--- config.mk ---
export PLATFORM = sky130hd
export DESIGN_NAME = edge_irq_hub
export DESIGN_NICKNAME = d
export VERILOG_FILES = /design/src/rtl/edge_irq_pkg.sv /design/src/rtl/edge_sense.sv /design/src/rtl/cfg_regs.sv /design/src/rtl/pend_bank.sv /design/src/rtl/edge_irq_hub.sv
export SDC_FILE = /design/constraint.sdc
export NUM_CORES = 1
export LEC_CHECK = 0
export BUFFER_PORTS_ARGS = -buffer_cell sky130_fd_sc_hd__buf_4
export CAP_MARGIN = 40
export CORE_MARGIN = 4
export CORE_UTILIZATION = 47
export DETAILED_ROUTE_END_ITERATION = 10
export GPL_ROUTABILITY_DRIVEN = 0
export MAX_ROUTING_LAYER = met4
export PLACE_DENSITY = 0.65
export SLEW_MARGIN = 25
export SYNTH_ARGS = -nofsm -noshare
export SYNTH_HDL_FRONTEND = slang
export SYNTH_HIERARCHICAL = 1
export SYNTH_SLANG_ARGS = --single-unit
--- constraint.sdc ---
create_clock -name clk -period 2.3 [get_ports clk]
set_clock_uncertainty 0.15 [all_clocks]
set_input_delay 0.345 -clock clk [delete_from_list [all_inputs] [get_ports clk]]
set_output_delay 0.345 -clock clk [all_outputs]
set_load 0.005 [all_outputs]
--- src/rtl/edge_irq_pkg.sv ---
package edge_irq_pkg;
   localparam int unsigned REG_ROUTE   = 0;
   localparam int unsigned REG_RISE_EN = 1;
   localparam int unsigned REG_FALL_EN = 2;
   localparam int unsigned REG_PEND_HI = 3;
   localparam int unsigned REG_PEND_LO = 4;
   localparam int unsigned REG_COUNT   = 5;
endpackage

--- src/rtl/edge_sense.sv ---
module edge_sense #(
   parameter int unsigned NSRC        = 32,
   parameter int unsigned SYNC_STAGES = 2
) (
   input  logic            clk,
   input  logic            rst_n,
   input  logic [NSRC-1:0] src,
   output logic [NSRC-1:0] rise,
   output logic [NSRC-1:0] fall
);
   localparam int unsigned LAST = SYNC_STAGES - 1;

   logic [NSRC-1:0] chain [SYNC_STAGES];
   logic [NSRC-1:0] prev_q;

   generate
      for (genvar s = 0; s < SYNC_STAGES; s++) begin : g_stage
         if (s == 0) begin : g_first
            always_ff @(posedge clk) begin
               if (!rst_n) chain[s] <= '0;
               else        chain[s] <= src;
            end
         end else begin : g_next
            always_ff @(posedge clk) begin
               if (!rst_n) chain[s] <= '0;
               else        chain[s] <= chain[s-1];
            end
         end
      end
   endgenerate

   always_ff @(posedge clk) begin
      if (!rst_n) prev_q <= '0;
      else        prev_q <= chain[LAST];
   end

   assign rise = chain[LAST] & ~prev_q;
   assign fall = ~chain[LAST] & prev_q;
endmodule

--- src/rtl/cfg_regs.sv ---
module cfg_regs #(
   parameter int unsigned NSRC   = 32,
   parameter int unsigned ADDR_W = 3
) (
   input  logic              clk,
   input  logic              rst_n,
   input  logic              wr_en,
   input  logic [ADDR_W-1:0] addr,
   input  logic [NSRC-1:0]   wdata,
   output logic [NSRC-1:0]   route,
   output logic [NSRC-1:0]   rise_en,
   output logic [NSRC-1:0]   fall_en
);
   import edge_irq_pkg::*;

   always_ff @(posedge clk) begin
      if (!rst_n) begin
         route   <= '0;
         rise_en <= '0;
         fall_en <= '0;
      end else if (wr_en) begin
         case (int'(addr))
            REG_ROUTE:   route   <= wdata;
            REG_RISE_EN: rise_en <= wdata;
            REG_FALL_EN: fall_en <= wdata;
            default: ;
         endcase
      end
   end
endmodule

--- src/rtl/pend_bank.sv ---
module pend_bank #(
   parameter int unsigned NSRC = 32
) (
   input  logic            clk,
   input  logic            rst_n,
   input  logic [NSRC-1:0] set_vec,
   input  logic            clr,
   output logic [NSRC-1:0] pend,
   output logic            irq
);
   logic [NSRC-1:0] pend_nx;
   logic            chk_ok;

   always_comb begin
      pend_nx = (clr ? '0 : pend) | set_vec;
   end

   always_ff @(posedge clk) begin
      if (!rst_n) begin
         pend   <= '0;
         irq    <= 1'b0;
         chk_ok <= 1'b0;
      end else begin
         pend   <= pend_nx;
         irq    <= |pend;
         chk_ok <= 1'b1;
      end
   end

   // Bits only drop on a read clear.
   assert_sticky_R7: assert property (@(posedge clk) disable iff (!rst_n || !chk_ok)
      !$past(clr) |-> (($past(pend) & ~pend) == '0));

   // After a clear only freshly recorded bits remain.
   assert_clear_R8: assert property (@(posedge clk) disable iff (!rst_n || !chk_ok)
      $past(clr) |-> ((pend & ~$past(set_vec)) == '0));

   // Request line lags the register by one clock.
   assert_req_R10: assert property (@(posedge clk) disable iff (!rst_n || !chk_ok)
      irq == ($past(pend) != '0));
endmodule

--- src/rtl/edge_irq_hub.sv ---
module edge_irq_hub #(
   parameter int unsigned NSRC        = 32,
   parameter int unsigned SYNC_STAGES = 2,
   parameter int unsigned ADDR_W      = 3
) (
   input  logic              clk,
   input  logic              rst_n,
   input  logic [NSRC-1:0]   src,
   input  logic              wr_en,
   input  logic              rd_en,
   input  logic [ADDR_W-1:0] addr,
   input  logic [NSRC-1:0]   wdata,
   output logic [NSRC-1:0]   rdata,
   output logic              irq_hi,
   output logic              irq_lo
);
   import edge_irq_pkg::*;

   generate
      if (NSRC < 1) begin : g_bad_nsrc
         $error("edge_irq_hub: NSRC must be at least 1");
      end
      if (SYNC_STAGES < 2) begin : g_bad_sync
         $error("edge_irq_hub: SYNC_STAGES must be at least 2");
      end
      if ((1 << ADDR_W) < REG_COUNT) begin : g_bad_addr
         $error("edge_irq_hub: ADDR_W too narrow for register map");
      end
   endgenerate

   logic [NSRC-1:0] route, rise_en, fall_en;
   logic [NSRC-1:0] rise, fall, hit;
   logic [NSRC-1:0] set_hi, set_lo;
   logic [NSRC-1:0] pend_hi, pend_lo;
   logic            clr_hi, clr_lo;
   logic [NSRC-1:0] rd_mux;
   logic            chk_ok;

   edge_sense #(.NSRC(NSRC), .SYNC_STAGES(SYNC_STAGES)) u_sense (
      .clk(clk), .rst_n(rst_n), .src(src), .rise(rise), .fall(fall));

   cfg_regs #(.NSRC(NSRC), .ADDR_W(ADDR_W)) u_cfg (
      .clk(clk), .rst_n(rst_n), .wr_en(wr_en), .addr(addr), .wdata(wdata),
      .route(route), .rise_en(rise_en), .fall_en(fall_en));

   assign hit    = (rise & rise_en) | (fall & fall_en);
   assign set_hi = hit & route;
   assign set_lo = hit & ~route;
   assign clr_hi = rd_en && (int'(addr) == REG_PEND_HI);
   assign clr_lo = rd_en && (int'(addr) == REG_PEND_LO);

   pend_bank #(.NSRC(NSRC)) u_hi (
      .clk(clk), .rst_n(rst_n), .set_vec(set_hi), .clr(clr_hi),
      .pend(pend_hi), .irq(irq_hi));

   pend_bank #(.NSRC(NSRC)) u_lo (
      .clk(clk), .rst_n(rst_n), .set_vec(set_lo), .clr(clr_lo),
      .pend(pend_lo), .irq(irq_lo));

   always_comb begin
      case (int'(addr))
         REG_ROUTE:   rd_mux = route;
         REG_RISE_EN: rd_mux = rise_en;
         REG_FALL_EN: rd_mux = fall_en;
         REG_PEND_HI: rd_mux = pend_hi;
         REG_PEND_LO: rd_mux = pend_lo;
         default:     rd_mux = '0;
      endcase
   end

   always_ff @(posedge clk) begin
      if (!rst_n) begin
         rdata  <= '0;
         chk_ok <= 1'b0;
      end else begin
         if (rd_en) rdata <= rd_mux;
         chk_ok <= 1'b1;
      end
   end

   // New urgent bits only for sources routed urgent at that edge.
   assert_route_hi_R6: assert property (@(posedge clk) disable iff (!rst_n || !chk_ok)
      ((pend_hi & ~$past(pend_hi) & ~$past(route)) == '0));

   // New routine bits only for sources routed routine at that edge.
   assert_route_lo_R6: assert property (@(posedge clk) disable iff (!rst_n || !chk_ok)
      ((pend_lo & ~$past(pend_lo) & $past(route)) == '0));

   // No source is recorded in both registers by one transition.
   assert_one_level_R11: assert property (@(posedge clk) disable iff (!rst_n || !chk_ok)
      (((pend_hi & ~$past(pend_hi)) & (pend_lo & ~$past(pend_lo))) == '0));
endmodule

==> results.yml <==
outcome:
  status: "complete, no violations"
detailed_routing:
  viasPerCell: 5.05
  drc: 0
  highest_layer: "met4"
  wl_met3_mm: 1.06
  post_drt_wl_per_cell_um: 16.0
  vias: 8891
  drt-initial-drc-count: 445
  ant_nets: 0
  wl_met2_mm: 13.3
  postRouteWirelength_mm: 28.2
  dr.pass1.iters: 4
  drt-met1-wl_mm: 13.2
clock_network:
  cts.clk_slew.worst_paths_ns: 0.06
  cts_buffer_depth: 3
  cts_resized: 0
  clkLatencyLatePin_ns: 0.54
  clkSinkCount: 290
  clock-root-buffer: "clkbuf_16"
  cts_inserted_buffers: 31
  cts_htree_levels: 1
  cts_tree: "done"
setup_path:
  worst_setup_path_start_kind: "flip-flop"
  r2r_end: "u_hi/irq"
  crit_fanout: 3
  critPathRequiredTime_ns: 2.58
  worstSetupEndpointType: "flip-flop"
  r2r_start: "u_hi/pend[30]"
  cp.arrival_ns: 2.01
  rr_worst_depth: 3
  worst-r2r-setup-slack_ns: 0.58
  path_class: "flip-flop to flip-flop"
sta:
  report.final.hold_viol_count: 0
  final-setup-viol-count: 0
  fin_crit_ns: 1.72
  setup_tns_ns: 0
  max_freq_mhz: 580
  rsz0062_at_grt: "no"
  fin_crit_sh: 0.749
  slew_headroom: 0.505
  tightest_slew_ns: 0.742
  slew_violations: 0
hold_path:
  holdPathStages: 3
  min-delay-start: "wdata[31]"
  min_to: "u_cfg/fall_en[31]"
  hp-class: "input port to flip-flop"
synthesis:
  avgSynthCellArea_um2: 9.74
  yosysMostFrequentCell: "dfxtp_1"
  synth_common_cells: "dfxtp_1, nand2_1, nor2b_1"
  synth_edf_count: 0
  ys_seq_area_frac: 0.469
  synth_area_leaders: "dfxtp_1, nor2b_1, mux2i_1"
  async_flop_share: 0
  synth_cell_types: 35
  yosysTopAreaCellShare: 0.469
  synth_area_leader_cell: "dfxtp_1"
  syn_inst: 1270
  syn_nets: 1341
  synth_ff_type: "dfxtp_1"
  netlist_area_mm2: 0.0124
  ys_warn_count: 6
  ys_ff_latch: 290
finish:
  utilization: 0.573
  area_growth_pct: 20.3
  instances_no_fill: 1761
  finalInstanceArea_mm2: 0.0149
  num_antenna_cells: 0
  drive_gt1_frac: 0.176
  fin_nets: 1476
global_routing:
  overflow: 0
  grt_pass1_vias: 8961
  antenna_found_initial: 0
  grt_pass1_wl_mm: 46.7
  grt_util_all_layers: 0.200
  grt_start_max_net_pins: 126
pwr:
  powerDensity_mw_per_mm2: 724
  ir_drop_mv: 0.529
  p_leak_nw: 6.34
  power.total_mw: 10.8
floorplanning:
  dieArea_mm2: 0.0290
  core-area_mm2: 0.0260
  initial_utilization: 0.476
  io_pins: 105
  die_x_um: 170
  die_h_um: 170
  fp-row-count: 59
placement:
  port_buffers: 104
  dp_hpwl_mm: 17.7
  dpl_cell_area_mm2: 0.0133
  dp_cells: 1647
run:
  max_cap_violations: 0
==> worst max-delay path, stage by stage (launching register included) <==
cell	delay [ns]
dfxtp_1	0.33
nor4_1	0.55
nand4_1	0.31
o21a_1	0.27
==> power by group <==
part	switching (mW)	total, mW	internal (mW)
Combinational	0.387	0.787	0.400
Clock	1.93	4.74	2.81
Sequential	0.0856	5.25	5.17
==> kinds of logic after synthesis <==
family                 share of synthesized area
AND/OR/NAND/NOR                            0.226
multiplexers                               0.143
AO/OA/AOI/OAI                              0.116
buffers and inverters                     0.0454
flip-flops                                 0.469
==> cell type report <==
class                   instances  area (µm²)
flip-flops and latches        290        5810
repair buffers                187        1640
multi-input cells             895        6050
clock buffers                  50         957
fillers                      2298       11100
well taps                     335         419
clock inverters                 4        23.8
==> per-stage QoR <==
| stage | hold WS, ns | setup WS [ns] |
|---|---|---|
| finish | 0.0187 | 0.576 |
| global route | 0.0198 | 0.519 |
| CTS | 0.00194 | 0.598 |
| detailed placement | 0.268 | 0.315 |
| global placement | 0.264 | 0.352 |
| floorplan | 0.262 | 0.486 |
==> worst max-delay path by stage <==
stage | start | endpoint | slack, ns | cells past startpoint
after CTS | u_hi/pend[23] | u_hi/irq | 0.60 | 3
after global routing | u_hi/pend[23] | u_hi/irq | 0.52 | 3
final | u_hi/pend[30] | u_hi/irq | 0.58 | 3
after floorplan | addr[1] | u_lo/pend[0] | 0.49 | 7
after global placement | rd_en | rdata[11] | 0.35 | 5
after detailed placement | rd_en | rdata[3] | 0.32 | 5
==> metal layers <==
| layer | up-vias | global-route usage |
|---|---|---|
| li1 | 4549 | - |
| met1 | 4166 | 0.261 |
| met2 | 129 | 0.335 |
| met3 | 47 | 0.0249 |
| met4 | 0 | 0.0448 |
| met5 | - | - |
==> cells in the final DEF, fill, tap and decap left out, types with 6 or more instances in the layout <==
master and instances:
nor4_1 8, dlygate4sd3_1 60, a21oi_1 30, o21ai_1 35, nor2b_1 160, clkbuf_8 12
dfxtp_1 290, buf_4 120, nand2_1 160, nor4_2 8, buf_12 6, o21ai_0 29
a31oi_1 31, mux2_4 27, mux2i_1 96, mux2_2 32, and2_1 96, nor2_1 32
clkbuf_1 8, o21a_1 66, nand2b_1 29, a22oi_1 32, clkbuf_16 31
==> sequential cells by signal, summed over array words and instances (netlist names) <==
name / flops
rdata: 32
u_cfg/fall_en: 32
u_cfg/rise_en: 32
u_cfg/route: 32
u_hi/irq: 1
u_hi/pend: 32
u_lo/irq: 1
u_lo/pend: 32
u_sense/chain: 64
u_sense/prev_q: 32
==> timing repair <==
action	in CTS	in global routing
hold buffers	60	0
hold endpoints to repair	114	0
setup endpoints to repair	0	0
buffers inserted	0	0
Note: power is estimated with default switching activity, not from simulation.
